**src/rtl/rom_seq_ctrl.sv**
```systemverilog
module rom_seq_ctrl #(
  parameter int STATE_W = 5
) (
  input  logic       clk,
  input  logic       rst,
  input  logic [3:0] opcode,
  input  logic [1:0] skip_code,
  input  logic       ac_neg,
  input  logic       ac_zero,
  output logic [2:0] bus_src,
  output logic [2:0] bus_dst,
  output logic [1:0] ac_sel,
  output logic [1:0] alu_op,
  output logic       pc_inc,
  output logic       halted
);
  localparam int NSTATE = 1 << STATE_W;
  localparam int JADDR_W = 6;
  localparam int NJUMP = 1 << JADDR_W;

  localparam logic [2:0] S_NO = 3'd0, S_MEM = 3'd1, S_PC = 3'd2, S_MBR = 3'd3,
                         S_AC = 3'd4, S_IN = 3'd5, S_IR = 3'd6;
  localparam logic [2:0] D_NO = 3'd0, D_MEM = 3'd1, D_MAR = 3'd2, D_MBR = 3'd3,
                         D_AC = 3'd4, D_OUT = 3'd5, D_IR = 3'd6, D_PC = 3'd7;
  localparam logic [1:0] A_BUS = 2'd0, A_ALU = 2'd1, A_MBR = 2'd2, A_ONE = 2'd3;
  localparam logic [1:0] OP_PASS = 2'd0, OP_ADD = 2'd1, OP_SUB = 2'd2, OP_ZERO = 2'd3;

  localparam logic [STATE_W-1:0]
    ST_F0 = 0, ST_F1 = 1, ST_DEC = 2,
    ST_LD0 = 3, ST_LD1 = 4, ST_ST0 = 5, ST_ST1 = 6,
    ST_AD0 = 7, ST_AD1 = 8, ST_SB0 = 9, ST_SB1 = 10,
    ST_IN = 11, ST_OUT = 12, ST_HLT = 13, ST_SKC = 14, ST_SKP = 15,
    ST_JMP = 16, ST_CLR = 17, ST_AI0 = 18, ST_AI1 = 19,
    ST_LI0 = 20, ST_LI1 = 21, ST_JI0 = 22, ST_JI1 = 23,
    ST_SI0 = 24, ST_SI1 = 25, ST_JS0 = 26, ST_JS1 = 27,
    ST_JS2 = 28, ST_JS3 = 29, ST_JS4 = 30, ST_JS5 = 31;

  typedef struct packed {
    logic               hlt;
    logic               inc;
    logic [1:0]         alu;
    logic [1:0]         acs;
    logic [2:0]         dst;
    logic [2:0]         src;
    logic               brn;
    logic [1:0]         tsel;
    logic [STATE_W-1:0] nxt;
  } cw_t;

  function automatic cw_t mv(input logic [2:0] s, input logic [2:0] d,
                             input logic [STATE_W-1:0] n);
    cw_t w = '0;
    w.src = s; w.dst = d; w.nxt = n;
    return w;
  endfunction

  function automatic cw_t acw(input logic [2:0] s, input logic [1:0] a,
                              input logic [1:0] op, input logic [STATE_W-1:0] n);
    cw_t w = mv(s, D_AC, n);
    w.acs = a; w.alu = op;
    return w;
  endfunction

  function automatic cw_t sig_entry(input int s);
    cw_t w = '0;
    case (s)
      0:  w = mv(S_PC, D_MAR, ST_F1);
      1:  begin w = mv(S_MEM, D_IR, ST_DEC); w.inc = 1'b1; end
      2:  begin w = mv(S_IR, D_MAR, ST_F0); w.brn = 1'b1; w.tsel = 2'd0; end
      3:  w = mv(S_MEM, D_MBR, ST_LD1);
      4:  w = acw(S_NO, A_MBR, OP_PASS, ST_F0);
      5:  w = mv(S_AC, D_MBR, ST_ST1);
      6:  w = mv(S_MBR, D_MEM, ST_F0);
      7:  w = mv(S_MEM, D_MBR, ST_AD1);
      8:  w = acw(S_NO, A_ALU, OP_ADD, ST_F0);
      9:  w = mv(S_MEM, D_MBR, ST_SB1);
      10: w = acw(S_NO, A_ALU, OP_SUB, ST_F0);
      11: w = acw(S_IN, A_BUS, OP_PASS, ST_F0);
      12: w = mv(S_AC, D_OUT, ST_F0);
      13: begin w = mv(S_NO, D_NO, ST_HLT); w.hlt = 1'b1; end
      14: begin w = mv(S_NO, D_NO, ST_F0); w.brn = 1'b1; w.tsel = 2'd1; end
      15: begin w = mv(S_NO, D_NO, ST_F0); w.inc = 1'b1; end
      16: w = mv(S_IR, D_PC, ST_F0);
      17: w = acw(S_NO, A_ALU, OP_ZERO, ST_F0);
      18: w = mv(S_MEM, D_MBR, ST_AI1);
      19: w = mv(S_MBR, D_MAR, ST_AD0);
      20: w = mv(S_MEM, D_MBR, ST_LI1);
      21: w = mv(S_MBR, D_MAR, ST_LD0);
      22: w = mv(S_MEM, D_MBR, ST_JI1);
      23: w = mv(S_MBR, D_PC, ST_F0);
      24: w = mv(S_MEM, D_MBR, ST_SI1);
      25: w = mv(S_MBR, D_MAR, ST_ST0);
      26: w = mv(S_PC, D_MBR, ST_JS1);
      27: w = mv(S_MBR, D_MEM, ST_JS2);
      28: w = mv(S_IR, D_MBR, ST_JS3);
      29: w = acw(S_NO, A_ONE, OP_PASS, ST_JS4);
      30: w = acw(S_NO, A_ALU, OP_ADD, ST_JS5);
      31: w = mv(S_AC, D_PC, ST_F0);
      default: w = mv(S_NO, D_NO, ST_F0);
    endcase
    return w;
  endfunction

  function automatic logic [STATE_W-1:0] jump_entry(input int a);
    logic [1:0] t = 2'(a >> 4);
    logic [3:0] i = 4'(a);
    logic take;
    logic [STATE_W-1:0] r = ST_F0;
    if (t == 2'd0) begin
      case (i)
        4'd0:  r = ST_JS0;  4'd1:  r = ST_LD0;  4'd2:  r = ST_ST0;  4'd3:  r = ST_AD0;
        4'd4:  r = ST_SB0;  4'd5:  r = ST_IN;   4'd6:  r = ST_OUT;  4'd7:  r = ST_HLT;
        4'd8:  r = ST_SKC;  4'd9:  r = ST_JMP;  4'd10: r = ST_CLR;  4'd11: r = ST_AI0;
        4'd12: r = ST_JI0;  4'd13: r = ST_LI0;  4'd14: r = ST_SI0;  default: r = ST_F0;
      endcase
    end else if (t == 2'd1) begin
      case (i[3:2])
        2'd0:    take = i[1];
        2'd1:    take = i[0];
        2'd2:    take = !i[1] && !i[0];
        default: take = 1'b0;
      endcase
      r = take ? ST_SKP : ST_F0;
    end
    return r;
  endfunction

  cw_t                sig_rom  [NSTATE];
  logic [STATE_W-1:0] jump_rom [NJUMP];

  for (genvar g = 0; g < NSTATE; g++) begin : g_sig
    assign sig_rom[g] = sig_entry(g);
  end
  for (genvar g = 0; g < NJUMP; g++) begin : g_jmp
    assign jump_rom[g] = jump_entry(g);
  end

  logic [STATE_W-1:0] state;
  cw_t                cur;
  logic [JADDR_W-1:0] jaddr;
  logic [STATE_W-1:0] nxt_state;

  assign cur       = sig_rom[state];
  assign jaddr     = {cur.tsel, (cur.tsel == 2'd0) ? opcode : {skip_code, ac_neg, ac_zero}};
  assign nxt_state = cur.brn ? jump_rom[jaddr] : cur.nxt;

  always_ff @(posedge clk) begin
    if (rst) state <= ST_F0;
    else     state <= nxt_state;
  end

  assign bus_src = cur.src;
  assign bus_dst = cur.dst;
  assign ac_sel  = cur.acs;
  assign alu_op  = cur.alu;
  assign pc_inc  = cur.inc;
  assign halted  = cur.hlt;
endmodule

```
**config.mk**
```make
export PLATFORM = sky130hd
export DESIGN_NAME = rom_seq_ctrl
export DESIGN_NICKNAME = d
export VERILOG_FILES = /design/src/rtl/rom_seq_ctrl.sv
export SDC_FILE = /design/constraint.sdc
export NUM_CORES = 1
export LEC_CHECK = 0
export BUFFER_PORTS_ARGS = -buffer_cell sky130_fd_sc_hd__buf_2
export CAP_MARGIN = 20
export CELL_PAD_IN_SITES_DETAIL_PLACEMENT = 1
export CELL_PAD_IN_SITES_GLOBAL_PLACEMENT = 1
export CORE_ASPECT_RATIO = 2
export CORE_MARGIN = 5
export CORE_UTILIZATION = 25
export DETAILED_ROUTE_END_ITERATION = 10
export GPL_TIMING_DRIVEN = 0
export PLACE_DENSITY = 0.66
export SLEW_MARGIN = 20
export SYNTH_ARGS = -nofsm -noshare
export SYNTH_HDL_FRONTEND = slang
export SYNTH_SLANG_ARGS = --single-unit
```
**constraint.sdc**
```tcl
create_clock -name clk -period 2.75 [get_ports clk]
set_input_delay 0.55 -clock clk [delete_from_list [all_inputs] [get_ports clk]]
set_output_delay 0.55 -clock clk [all_outputs]
set_load 0.005 [all_outputs]
```
==> parameters.txt <==
Parameter                              Value

Routing
  Initial DRT Pass Iterations ... 4
  Number of nets with antenna violations after routing ... 0
  Via count ... 1352
  DRC ... 0
  Routed vias/inst ... 5.47
  Top routing layer used ... met4
  Metal3 WL ... 127 µm
  Violation count after the first detailed-routing iteration ... 21
  Routed wire length ... 4040 µm
  Met1 Routed Length ... 1390 µm
  Met2 wirelength from detailed routing ... 2390 µm
  Routed WL per cell ... about 16 µm

Global routing
  Global-route wire length before repair ... 6530 µm
  Pin count of the biggest net entering global routing ... 11
  Vias in the first global route ... 1370
  Number of antenna violations at the first check in global routing ... 0
  Aggregate global routing overflow ... 0
  Global-route usage over all layers ... a little over an eighth

Worst setup path
  Setup CP Type ... register to output pin
  Worst path arrival time ... 2.11 ns
  FF-to-FF setup slack ... 0.16 ns
  CP max-delay cell ... sky130_fd_sc_hd__mux4_2
  Worst setup path startpoint ... state[0]
  Logic depth of the worst setup path including buffers ... 6
  Reg2reg path depth ... 11
  Crit path max-delay family ... multiplexers
  Maximum net fanout on the critical path ... 9
  Reg-to-reg critical path startpoint ... state[0]
  Critical path capture point ... bus_dst[0]
  Crit path cell chain ... inv_1 > ha_1 > nor2b_1 > or2_2 > mux4_2 > buf_2
  Element type at the critical path start ... register
  Critical path required time ... approximately 2.2 ns
  Endpoint of the worst-slack reg-to-reg timing path ... state[1]
  Highest cell delay on the worst timing path ... 0.46 ns
  Buffer and inverter count on the worst path ... 2
  Endpoint class of the critical path ... output pin

Final layout
  Regs by FF count ... state x5
  Register with the highest flop count ... state
  Diodes inserted ... 0
  Largest register FFs ... 5
  Final Instance Count excl. Fillers ... between 200 and 250
  Layout-stage area growth over the synthesis result ... 22.6%
  Fraction of final layout cells sized beyond drive strength 1 ... 25.5%
  Final nets ... 214
  Share of the core filled with cells in the final layout ... a little under a third

Clocking
  Clock tree from TritonCTS ... built
  Sink count of the clock tree ... 5
  Number of buffers inserted for hold repair after clock tree synthesis ... 0
  H-tree lvl count ... 1
  Later-pin clock latency in the skew report ... approximately 0.22 ns
  Clk buf depth ... 2
  Clk pin slew, worst setup/hold paths ... 0.04 ns
  Clock root cell ... sky130_fd_sc_hd__clkbuf_8
  TritonCTS Buffers ... 3

Timing
  Min cycle time layout ... 2.66 ns
  Transition time at the pin with the least slew margin ... 0.444 ns
  Highest achievable clock rate ... ~380 MHz
  Number of hold-slack violations in the final timing report ... 0
  Worst Skew ... 0.000281 ns
  Share of the clock period used by the worst path ... 96.8%
  Final worst setup slack ... 0.0891 ns
  Max transition margin ... 69.6%
  Unrepaired setup endpoints after global routing ... no
  Max-slew violation count ... 0
  Count of final setup violators ... 0

Logic synthesis
  Mapped Avg Cell Area ... 7.05 µm²
  Commonest register cell after synthesis ... sky130_fd_sc_hd__dfxtp_1
  Post-synth net total ... 188
  Synthesis warning total ... 0
  Number of enable-type register cells in the synthesized netlist ... 0
  Synth Register Bits ... 5
  Part of the Yosys area used for sequential elements ... about 8.5%
  Library cells used by synthesis ... 45
  Post-Syn Instances ... around 170
  Share of flip-flops with an asynchronous set or reset after synthesis ... 0%
  Cell area after technology mapping ... 0.00118 mm²

Outcome
  Run status ... completed

Placed design
  Global placer's final weighted congestion ... ~0.82
  Half-perimeter wire length after detailed placement ... 3300 µm
  Port buffer count ... 21
  Post-Place Cells ... between 200 and 250
  Setup slack after placement ... -0.266 ns

Floorplan
  Vertical die dimension ... 107 µm
  Die Outline Area ... 0.00627 mm²
  Initial Util ... 25.6%
  Die width ... 58.5 µm
  Area of the core ... 0.00460 mm²
  Number of placed I/O pins ... 22
  Standard-cell row count ... 35

Power and ir drop
  Worst vdd ir ... 0.000195 V
  Pwr Density ... 642 mW/mm²
  LEAKAGE ... 0.661 nW

Worst hold path
  Worst hold path class ... primary input to register

Job
  Count of max-cap constraint violations ... 0
==> power by group <==
group	internal (mW)	switching [mW]
Clock	0.0997	0.0378
Sequential	0.0939	0.0368
Combinational	0.289	0.370
Total	0.483	0.444
==> routing by layer <==
metal / vias up / track usage [%]
met5: - / 0
met4: 0 / 6.14
met3: 10 / 0.361
met2: 34 / 27.7
met1: 654 / 12.3
li1: 654 / -
==> cells in the mapped netlist, types with 2 or more instances <==
| library cell | instances | area, µm² |
|---|---|---|
| sky130_fd_sc_hd__dfxtp_1 | 5 | 100 |
| sky130_fd_sc_hd__mux2i_1 | 8 | 80.1 |
| sky130_fd_sc_hd__nor3b_1 | 3 | 22.5 |
| sky130_fd_sc_hd__or2_2 | 2 | 12.5 |
| sky130_fd_sc_hd__and3_1 | 2 | 12.5 |
| sky130_fd_sc_hd__o211ai_1 | 3 | 22.5 |
| sky130_fd_sc_hd__clkbuf_1 | 9 | 33.8 |
| sky130_fd_sc_hd__a21o_1 | 4 | 30.0 |
| sky130_fd_sc_hd__a21oi_1 | 13 | 65.1 |
| sky130_fd_sc_hd__nor2b_1 | 8 | 50.1 |
| sky130_fd_sc_hd__mux4_2 | 3 | 67.6 |
| sky130_fd_sc_hd__ha_1 | 11 | 138 |
| sky130_fd_sc_hd__o21ai_0 | 11 | 55.1 |
| sky130_fd_sc_hd__nor2_1 | 11 | 41.3 |
| sky130_fd_sc_hd__nand3_1 | 4 | 20.0 |
| sky130_fd_sc_hd__a31oi_1 | 4 | 25.0 |
| sky130_fd_sc_hd__buf_2 | 3 | 15.0 |
| sky130_fd_sc_hd__nand2b_1 | 5 | 31.3 |
| sky130_fd_sc_hd__o22ai_1 | 3 | 18.8 |
| sky130_fd_sc_hd__nor3_1 | 2 | 10.0 |
| sky130_fd_sc_hd__nand2_1 | 21 | 78.8 |
| sky130_fd_sc_hd__inv_1 | 8 | 30.0 |
| sky130_fd_sc_hd__o221ai_1 | 2 | 17.5 |
==> cell type report <==
| cell class | instances | area [µm²] |
|---|---|---|
| sequential | 5 | 103 |
| buffer | 13 | 65.1 |
| timing repair buffer | 22 | 113 |
| clock buffer | 4 | 45.0 |
| tap | 55 | 68.8 |
| multi-input combinational | 140 | 1020 |
| fill | 602 | 3150 |
| inverter | 8 | 30.0 |
==> cells by family after synthesis <==
kind of cell,after synthesis,share of synthesized area [%]
AO/OA/AOI/OAI,51,28.3
multiplexers,13,14.7
adder cells (fa/ha/maj),11,11.7
AND/OR/NAND/NOR,65,28.8
flip-flops,5,8.50
buffers and inverters,22,8.08
==> placed cells by master, fill, tap and decap left out, drive strengths merged, types with 2 or more instances in the layout <==
| master | n |
|---|---|
| a21o | 4 |
| a21oi | 13 |
| a31oi | 4 |
| and3 | 2 |
| buf | 26 |
| clkbuf | 13 |
| dfxtp | 5 |
| ha | 11 |
| inv | 8 |
| mux2i | 9 |
| mux4 | 3 |
| nand2 | 21 |
| nand2b | 5 |
| nand3 | 4 |
| nor2 | 11 |
| nor2b | 8 |
| nor3 | 2 |
| nor3b | 3 |
| o211ai | 3 |
| o21ai | 11 |
| o221ai | 2 |
| o22ai | 3 |
| or2 | 2 |
==> stage by stage <==
stage,TNS (ns),total power [mW],hold slack [ns],instance area [µm²]
floorplan,0,0.568,0.604,1180
global placement,-0.554,0.769,0.726,1350
detailed placement,-0.491,0.778,0.731,1350
CTS,0,0.929,0.566,1430
global route,0,1.01,0.578,1440
finish,0,0.927,0.565,1440
==> how the worst min path moves through the flow <==
stage,cells after the start,to,start,slack (ns)
after floorplan,3,state[4],state[4],0.60
after global placement,4,state[4],state[3],0.73
after detailed placement,4,state[4],state[3],0.73
after CTS,2,state[4],rst,0.57
after global routing,2,state[4],rst,0.58
final,2,state[4],rst,0.57
==> timing repair <==
item                       4_1_cts  5_1_grt
buffers inserted                 0        1
gates cloned                     0        0
pin swaps                        0        1
setup endpoints to repair        7        7
resized for setup                7        8
No activity file was read; power rests on OpenSTA's default activity.
